$ cat src/rtl/gpio_panel_pkg.sv
package gpio_panel_pkg;

    // Ownership class of one pin, re-evaluated every cycle
    typedef enum logic [1:0] {
        OWN_IN   = 2'd0,
        OWN_OUT  = 2'd1,
        OWN_GATE = 2'd2,
        OWN_LOCK = 2'd3
    } pin_own_e;

    // First panel-select field encodings
    typedef enum logic [1:0] {
        SELA_NONE  = 2'b00,
        SELA_RSV   = 2'b01,
        SELA_FIXED = 2'b10,
        SELA_GRST  = 2'b11
    } sel_a_e;

    // Second panel-select field encodings
    typedef enum logic [1:0] {
        SELB_NONE = 2'b00,
        SELB_STRB = 2'b01,
        SELB_COM  = 2'b10,
        SELB_RSV  = 2'b11
    } sel_b_e;

endpackage

$ cat src/rtl/gpio_in_sync.sv
module gpio_in_sync #(
    parameter int WIDTH = 5
) (
    input  logic             clk,
    input  logic             rst_n,
    input  logic [WIDTH-1:0] async_i,
    output logic [WIDTH-1:0] sync_o
);

    logic [WIDTH-1:0] stage1_q;
    logic [WIDTH-1:0] stage2_q;

    always_ff @(posedge clk or negedge rst_n) begin
        if (!rst_n) begin
            stage1_q <= '0;
            stage2_q <= '0;
        end else begin
            stage1_q <= async_i;
            stage2_q <= stage1_q;
        end
    end

    assign sync_o = stage2_q;

endmodule

$ cat src/rtl/gpio_own_decode.sv
module gpio_own_decode
    import gpio_panel_pkg::*;
#(
    parameter int                  NUM_PINS  = 5,
    parameter int                  GATE_PIN  = 4,
    parameter logic [NUM_PINS-1:0] LOCK_MASK = 5'b01100
) (
    input  logic [1:0]                  sel_a,
    input  logic [1:0]                  sel_b,
    input  logic [NUM_PINS-1:0]         dir_q,
    output pin_own_e [NUM_PINS-1:0]     own_o,
    output logic                        gate_use_com
);

    logic lock_claim_a;
    logic lock_claim_b;
    logic gate_rst;
    logic gate_com;
    logic gate_claim;

    always_comb begin
        lock_claim_a = 1'b0;
        gate_rst     = 1'b0;
        unique case (sel_a_e'(sel_a))
            SELA_GRST: begin
                lock_claim_a = 1'b1;
                gate_rst     = 1'b1;
            end
            SELA_FIXED: lock_claim_a = 1'b1;
            SELA_NONE, SELA_RSV: ;
        endcase
    end

    always_comb begin
        lock_claim_b = 1'b0;
        gate_com     = 1'b0;
        unique case (sel_b_e'(sel_b))
            SELB_COM: begin
                lock_claim_b = 1'b1;
                gate_com     = 1'b1;
            end
            SELB_STRB: lock_claim_b = 1'b1;
            SELB_NONE, SELB_RSV: ;
        endcase
    end

    // Reset control outranks common drive on the shared pin
    assign gate_claim   = gate_rst | gate_com;
    assign gate_use_com = gate_com & ~gate_rst;

    always_comb begin
        for (int i = 0; i < NUM_PINS; i++) begin
            if (LOCK_MASK[i] && (lock_claim_a || lock_claim_b)) begin
                own_o[i] = OWN_LOCK;
            end else if ((i == GATE_PIN) && gate_claim) begin
                own_o[i] = OWN_GATE;
            end else if (dir_q[i]) begin
                own_o[i] = OWN_OUT;
            end else begin
                own_o[i] = OWN_IN;
            end
        end
    end

endmodule

$ cat src/rtl/gpio_pin_slice.sv
module gpio_pin_slice
    import gpio_panel_pkg::*;
(
    input  logic     clk,
    input  logic     rst_n,
    input  pin_own_e own_i,
    input  logic     wr_data_en,
    input  logic     wr_bit,
    input  logic     sync_bit,
    input  logic     gate_src,
    input  logic     lcd_bit,
    output logic     data_q,
    output logic     rd_bit,
    output logic     pin_out,
    output logic     pin_oe
);

    // State register: the stored data bit; locked pins drop writes
    always_ff @(posedge clk or negedge rst_n) begin
        if (!rst_n) begin
            data_q <= 1'b0;
        end else if (wr_data_en && (own_i != OWN_LOCK)) begin
            data_q <= wr_bit;
        end
    end

    // Output process: pad drive and read value by ownership class
    always_comb begin
        pin_out = 1'b0;
        pin_oe  = 1'b0;
        rd_bit  = data_q;
        unique case (own_i)
            OWN_IN: begin
                rd_bit = sync_bit;
            end
            OWN_OUT: begin
                pin_out = data_q;
                pin_oe  = 1'b1;
            end
            OWN_GATE: begin
                pin_out = data_q & gate_src;
                pin_oe  = 1'b1;
            end
            OWN_LOCK: begin
                pin_out = lcd_bit;
                pin_oe  = 1'b1;
            end
        endcase
    end

    AST_OUT_TAKES_WRITE: assert property (@(posedge clk) disable iff (!rst_n)
        (wr_data_en && own_i == OWN_OUT) |=> (data_q == $past(wr_bit)));
    AST_INPUT_UNDRIVEN: assert property (@(posedge clk) disable iff (!rst_n)
        (own_i == OWN_IN) |-> !pin_oe);
    AST_GATE_FORCED_LOW: assert property (@(posedge clk) disable iff (!rst_n)
        (own_i == OWN_GATE && !data_q) |-> !pin_out);
    AST_LOCK_KEEPS_BIT: assert property (@(posedge clk) disable iff (!rst_n)
        (wr_data_en && own_i == OWN_LOCK) |=> (data_q == $past(data_q)));
    AST_CLAIMED_READS_STORE: assert property (@(posedge clk) disable iff (!rst_n)
        (own_i == OWN_LOCK || own_i == OWN_GATE) |-> (rd_bit == data_q));

endmodule

$ cat src/rtl/panel_gpio_reg.sv
module panel_gpio_reg
    import gpio_panel_pkg::*;
#(
    parameter int                  NUM_PINS  = 5,
    parameter int                  ADDR_W    = 2,
    parameter int                  GATE_PIN  = 4,
    parameter logic [NUM_PINS-1:0] LOCK_MASK = 5'b01100
) (
    input  logic                clk,
    input  logic                rst_n,
    input  logic                bus_wr,
    input  logic [ADDR_W-1:0]   bus_addr,
    input  logic [NUM_PINS-1:0] bus_wdata,
    output logic [NUM_PINS-1:0] bus_rdata,
    input  logic [1:0]          sel_a,
    input  logic [1:0]          sel_b,
    input  logic                panel_rst_in,
    input  logic                panel_com_in,
    input  logic [NUM_PINS-1:0] lcd_drv,
    input  logic [NUM_PINS-1:0] pin_in,
    output logic [NUM_PINS-1:0] pin_out,
    output logic [NUM_PINS-1:0] pin_oe
);

    localparam logic [ADDR_W-1:0] ADDR_DATA = ADDR_W'(0);
    localparam logic [ADDR_W-1:0] ADDR_DIR  = ADDR_W'(1);

    logic [NUM_PINS-1:0]     dir_q;
    logic [NUM_PINS-1:0]     data_q;
    logic [NUM_PINS-1:0]     rd_bits;
    logic [NUM_PINS-1:0]     pin_sync;
    pin_own_e [NUM_PINS-1:0] own;
    logic                    gate_use_com;
    logic                    gate_src;
    logic                    wr_data;
    logic                    wr_dir;

    assign wr_data  = bus_wr && (bus_addr == ADDR_DATA);
    assign wr_dir   = bus_wr && (bus_addr == ADDR_DIR);
    assign gate_src = gate_use_com ? panel_com_in : panel_rst_in;

    always_ff @(posedge clk or negedge rst_n) begin
        if (!rst_n) begin
            dir_q <= '0;
        end else if (wr_dir) begin
            dir_q <= bus_wdata;
        end
    end

    gpio_in_sync #(.WIDTH(NUM_PINS)) u_sync (
        .clk     (clk),
        .rst_n   (rst_n),
        .async_i (pin_in),
        .sync_o  (pin_sync)
    );

    gpio_own_decode #(
        .NUM_PINS  (NUM_PINS),
        .GATE_PIN  (GATE_PIN),
        .LOCK_MASK (LOCK_MASK)
    ) u_decode (
        .sel_a        (sel_a),
        .sel_b        (sel_b),
        .dir_q        (dir_q),
        .own_o        (own),
        .gate_use_com (gate_use_com)
    );

    for (genvar g = 0; g < NUM_PINS; g++) begin : g_pin
        gpio_pin_slice u_slice (
            .clk        (clk),
            .rst_n      (rst_n),
            .own_i      (own[g]),
            .wr_data_en (wr_data),
            .wr_bit     (bus_wdata[g]),
            .sync_bit   (pin_sync[g]),
            .gate_src   (gate_src),
            .lcd_bit    (lcd_drv[g]),
            .data_q     (data_q[g]),
            .rd_bit     (rd_bits[g]),
            .pin_out    (pin_out[g]),
            .pin_oe     (pin_oe[g])
        );

        if (!LOCK_MASK[g] && (g != GATE_PIN)) begin : g_free
            AST_FREE_PIN_OE: assert property (@(posedge clk) disable iff (!rst_n)
                pin_oe[g] == dir_q[g]);
        end
    end

    always_comb begin
        case (bus_addr)
            ADDR_DATA: bus_rdata = rd_bits;
            ADDR_DIR:  bus_rdata = dir_q;
            default:   bus_rdata = '0;
        endcase
    end

    AST_RESET_CLEAR: assert property (@(posedge clk)
        $rose(rst_n) |-> (dir_q == '0 && data_q == '0));
    AST_DIR_LOAD: assert property (@(posedge clk) disable iff (!rst_n)
        wr_dir |=> (dir_q == $past(bus_wdata)));
    AST_DIR_HOLD: assert property (@(posedge clk) disable iff (!rst_n)
        !wr_dir |=> $stable(dir_q));
    AST_RST_OUTRANKS_COM: assert property (@(posedge clk) disable iff (!rst_n)
        (sel_a == 2'b11) |-> (pin_out[GATE_PIN] == (data_q[GATE_PIN] & panel_rst_in)));

endmodule

$ cat config.mk
export PLATFORM = sky130hd
export DESIGN_NAME = panel_gpio_reg
export DESIGN_NICKNAME = d
export VERILOG_FILES = /design/src/rtl/gpio_panel_pkg.sv /design/src/rtl/gpio_in_sync.sv /design/src/rtl/gpio_own_decode.sv /design/src/rtl/gpio_pin_slice.sv /design/src/rtl/panel_gpio_reg.sv
export SDC_FILE = /design/constraint.sdc
export NUM_CORES = 1
export LEC_CHECK = 0
export ABC_AREA = 1
export ABC_CLOCK_PERIOD_IN_PS = 1700
export BUFFER_PORTS_ARGS = -buffer_cell sky130_fd_sc_hd__clkbuf_2
export CAP_MARGIN = 20
export CORE_MARGIN = 2
export CORE_UTILIZATION = 40
export CTS_CLUSTER_DIAMETER = 120
export DETAILED_ROUTE_END_ITERATION = 8
export PLACE_DENSITY = 0.69
export SLEW_MARGIN = 20
export SYNTH_ARGS = -nofsm -noshare
export SYNTH_HDL_FRONTEND = slang
export SYNTH_SLANG_ARGS = --single-unit
$ cat constraint.sdc
create_clock -name clk -period 1.7 [get_ports clk]
set_clock_uncertainty 0.2 [all_clocks]
set_input_delay 0.085 -clock clk [delete_from_list [all_inputs] [get_ports clk]]
set_output_delay 0.085 -clock clk [all_outputs]
set_load 0.05 [all_outputs]
# Word-level counts from Yosys, hierarchy flattened
# Cells that the tools add are included.
[op_classes] n_eq_ne=25 muxes=29 n_bitwise=8 reduce_logical=21
[ops] op="2-to-1 mux 1 bit" count=20
[ops] op="equality test 2 bit, second input constant" count=9
[ops] op="one-hot mux 1 bit (3 select lines)" count=5
[ops] op="OR reduction 3 bit" count=5
[ops] op="logical NOT 2 bit" count=6
[ops] op="equality test 2 x 1 -> 1 bit, second input constant" count=5
[ops] op="one-hot mux 5 bit (2 select lines)" count=1
[ops] op="equality test 1 x 2 -> 1 bit, second input constant" count=4
[ops] op="logical AND 1 bit" count=7
[ops] op="AND 1 bit" count=6
[ops] op="2-to-1 mux 2 bit" count=3
[ops] op="inequality test 2 bit, second input constant" count=3
[ops] op="inequality test 1 x 2 -> 1 bit, second input constant" count=2
[ops] op="OR reduction 2 bit" count=2
[ops] op="equality test 1 bit, second input constant" count=2
[ops] op="logical OR 1 bit" count=1
[ops] op="inverter 1 bit" count=1
[ops] op="OR 1 bit" count=1
[word_totals] reg_bits=20 in_bits=26 out_inout_bits=15 wordCells=91

# Logic depth before layout (Yosys ltp)
[depth] ltp_word=8 ltp_mapped=8

# Hierarchy
# Synthesis repeated with hierarchy kept, for this count alone.
[unflattened] cells_unflattened=168 area_unflattened_um2=1167.4
[modules_own_cells] module="gpio_pin_slice" n_inst=5 cells_each=19 area_per_inst_um2=97.6 seq_area_each_um2=25.0
[modules_own_cells] module="panel_gpio_reg" n_inst=1 cells_each=44 area_per_inst_um2=312.8 seq_area_each_um2=125.1
[modules_own_cells] module="gpio_in_sync" n_inst=1 cells_each=10 area_per_inst_um2=250.2 seq_area_each_um2=250.2
[modules_own_cells] module="gpio_own_decode" n_inst=1 cells_each=19 area_per_inst_um2=116.4 seq_area_each_um2=0.0

# Least setup slack after synthesis
# Ideal clock, no wire load.
[synth_timing] path_type="flip-flop to output port" from="reg dir_q[0]" to="out bus_rdata[0]" t_arrival_ns=1.512 required_time_ns=1.415 slack_ns=-0.097 path_stages_with_launch=3 path_buffers=0 cell_sequence="dfrtp_1 inv_1 o21ai_0"
[synth_between] elab_chain_len=4
[synth_lines] element="start: declaration" line_no="panel_gpio_reg.sv:28" text="logic [NUM_PINS-1:0] dir_q;"
[synth_lines] element="start signal: assignment" line_no="panel_gpio_reg.sv:46" text="dir_q <= bus_wdata;"
[synth_lines] element="2-to-1 mux 1 bit" line_no="gpio_own_decode.sv:57" text="end else if (dir_q[i]) begin"
[synth_lines] element="logical NOT 2 bit" line_no="gpio_pin_slice.sv:32" text="unique case (own_i)"
[synth_lines] element="2-to-1 mux 1 bit" line_no="gpio_pin_slice.sv:32"
[synth_lines] element="one-hot mux 5 bit (2 select lines) (*)" line_no="panel_gpio_reg.sv:92" text="case (bus_addr)"
[synth_lines] element="end: declaration" line_no="panel_gpio_reg.sv:14" text="output logic [NUM_PINS-1:0] bus_rdata,"
# Every way passes the cells marked *; elsewhere a longest branch is shown, timed or not.

# Final worst setup path
[layout_timing] from="in bus_wr" to="reg g_pin[0].u_slice.data_q"
[layout_between] elab_chain_len=2
[layout_lines] element="start: declaration" line_no="panel_gpio_reg.sv:11" text="input logic bus_wr,"
[layout_lines] element="logical AND 1 bit" line_no="panel_gpio_reg.sv:38" text="assign wr_data = bus_wr && (bus_addr == ADDR_DATA);"
[layout_lines] element="logical AND 1 bit" line_no="gpio_pin_slice.sv:22" text="end else if (wr_data_en && (own_i != OWN_LOCK)) begin"
[layout_lines] element="end signal: assignment" line_no="gpio_pin_slice.sv:23" text="data_q <= wr_bit;"
[layout_lines] element="end: declaration" line_no="gpio_pin_slice.sv:12" text="output logic data_q,"
# No other way between the ends.
# A chain may end at the register's enable or synchronous reset.

==> metrics.csv <==
metric;value;unit
Synth Instances;115;
Synth async-reset ratio;100.0;%
remaining number of nets flagged by the antenna check after routing;0;
type of the worst setup path;input pin to flop;
post-route total power;1.262;mW
slew of the pin with the lowest slew margin;482.6;ps
share of power burned in registers;44.1;%
number of global-route vias before repair;781;
Final Util;59.66;%
cell type contributing the most total cell area after synthesis;dfrtp_1;
Slew headroom;67.83;%
number of clock sinks seen by CTS;20;
count leader, synth;nand2_1;
design area;0.001345;sq mm
Post-Syn Area;975.9;sq um
clock slew at reported path FFs;110;ps
FF+latch area;500.5;sq um
I/O Buffers;37;
area share of the largest cell type after synthesis;51.28;%
PD cells;937.9;mW/mm^2
worst vdd rail ir drop;0.6273;mV
number of enable flip-flop cells after synthesis;0;
share of total power in the clock network;22.0;%
routability cong.;0.7849;
worst path arrival time;1620;ps
CP Data Required Time;1690;ps
max-slew violation total from the final report;0;
FMAX;614.5;MHz
FILL cells;216;
H-tree depth;1;
first-pass detailed-route iteration total;4;
ant diodes;0;
filler-free cell count of the finished design;191;
Switching Power;460.5;uW
biggest area contributors in the synthesized netlist;dfrtp_1 51%, nand2_1 12%, buf_4 7.7%;
prevailing post-synth register cell;dfrtp_1;
Sum Neg Setup Slack;0;ps
Top Ports;41;
aggregate global-route resource usage;15.98;%
setup-violating endpoint count in the final report;0;
post-detailed-placement cell area;0.001121;sq mm
cts bufs inserted;3;
clock network latency to the later pin of the worst-skew pair;300;ps
minimum period implied by the final worst setup slack;1627;ps
combinational power share;33.8;%
die area;0.002851;sq mm
fin nets;191;
initial core utilization;43.29;%
number of cells after detailed placement;170;
Mapped Avg Cell Area;8.486;sq um
peak fanout along the critical path;3;
class of the worst hold path;input pin to flop;
number of maximum-capacitance constraint violations;0;
post-synthesis net count;142;
standard-cell rows;17;
cell with the largest stage delay on the worst path;dlygate4sd3_1;
Final period util;95.73;%
Critical Path Sink Type;flop;
root buffer cell;clkbuf_4;
vertical extent of the die;53.40;microns
count of yosys warnings during synthesis;0;
global-route congestion overflow total;0;
CTS tree;yes;
Pleak;0.7455;nW
First DRT Iteration DRCs;8;
Core ar.;0.002255;sq mm
layout cell share with drive strength beyond 1;29.45;%
deepest clock path buffer count;2;
outcome;finished, final reports clean;
share of the yosys chip area belonging to registers;51.28;%
area added between synthesis and finish;37.82;%
most frequent cell on the critical path;dlygate4sd3_1;
total number of vias;843;
total internal power;801.0;uW
initial antenna violation count;0;
number of flip-flops and latches in the synthesized netlist;20;
cell breakdown of the critical path;dlygate4sd3_1 > clkbuf_2 > nand2_4 > dlygate4sd3_1 > nand2_1 > o21ai_0;
Max stage delay on crit path;620;ps
half-perimeter wire length after placement;1351;microns
unique cell type count in the Yosys netlist;13;
largest net degree at the start of global routing;21;
count of final hold-check violations;0;
critical path startpoint category;input pin;
Routed Wire Length;1939;microns
Die W;53.40;microns
average routed wire per standard cell;10.15;microns
switching power share of the total;36.51;%
global-route wire length before repair;3236;microns
via-per-instance ratio;4.414;
RSZ-0062 raised after global routing;false;
area taken by multi-input logic gates;331.6;sq um
number of remaining DRC errors;0;
leading post-synthesis cells by instance count;32 x nand2_1, 20 x dfrtp_1, 19 x inv_1, 10 x buf_4;
## repair_timing
item / in CTS / in global routing
buffers inserted: 0 / 0
setup endpoints to repair: 0 / 5
hold endpoints to repair: 35 / 0
hold buffers: 17 / 0
resized for setup: 0 / 13
## per-stage QoR
stage / worst slack, ps / hold slack, ps
2_1_floorplan: 284.0 / -410.6
3_3_place_gp: 210.1 / -137.2
3_5_place_dp: 178.2 / -130.8
4_1_cts: 7.713 / 5.187
5_1_grt: 1.934 / 24.39
6_report: 72.58 / 5.209
## critical path, delay by kind of cell
kind	cells	cell delay [ps]
buffers and inverters	3	1300
and+or+nand+nor	2	150
AOI/OAI and AO/OA	1	70
## path summary, 6_finish.rpt
kind	start	to	slack, ps	depth (start not counted)
setup / recovery	bus_wr	g_pin[0].u_slice.data_q	70	6
setup reg to reg	dir_q[0]	dir_q[0]	280	3
hold reg to reg	u_sync.stage1_q[4]	u_sync.sync_o[4]	160	0
min in group asynchronous	rst_n	u_sync.stage1_q[4]	60	2
max in group asynchronous	rst_n	dir_q[1]	910	2
hold / removal	bus_addr[0]	g_pin[3].u_slice.data_q	5	6
## flip-flops by register name (all words and copies together), names as in the netlist
signal and cells:
u_sync.sync_o 5, dir_q 5, u_sync.stage1_q 5, g_pin.u_slice.data_q 5
## routing by layer
layer | global-route usage (%) | vias to the layer above | part of all wire [%]
li1 | - | 443 | -
met1 | 20.00 | 374 | 44
met2 | 26.95 | 22 | 50
met3 | 1.695 | 4 | 4.6
met4 | 8.120 | 0 | 1.3
met5 | 0 | - | 0
## cells in the final DEF (no fill, tap or decap)
master         instances
o31ai_1                2
a21oi_1                3
buf_6                  2
dfrtp_1               20
dlygate4sd3_1         17
buf_2                  1
nor2_1                 3
nor2_2                 1
nor2_4                 3
clkbuf_8               1
nand2_4                2
o21ai_0                6
nand2_1               32
clkbuf_2              33
clkbuf_4               4
nand3_1                8
inv_2                  1
ha_1                   1
inv_1                 18
o21ai_1                5
## area by class of cell
| class | count | area share (%) |
|---|---|---|
| timing repair buffer | 54 | 27.53 |
| clock buffer | 4 | 2.698 |
| tap | 28 | 2.605 |
| multi-input combinational | 66 | 24.65 |
| inverter | 19 | 5.302 |
| sequential | 20 | 37.21 |
## logic make-up after synthesis
logic type | Yosys count | share of synthesized area (%)
DFF | 20 | 51.28
AOI/OAI and AO/OA | 16 | 8.717
adders and majority gates | 1 | 1.282
and+or+nand+nor | 49 | 23.72
buffers and inverters | 29 | 15.00
## power groups by stage
stage | Sequential [mW] | Clock (mW) | Combinational [mW]
after global placement | 0.564 | 0 | 0.370
final | 0.557 | 0.278 | 0.427
after global routing | 0.566 | 0.306 | 0.468
after CTS | 0.556 | 0.289 | 0.418
after detailed placement | 0.565 | 0 | 0.376
after floorplan | 0.560 | 0 | 0.315
(Power assumes the default switching activity.)
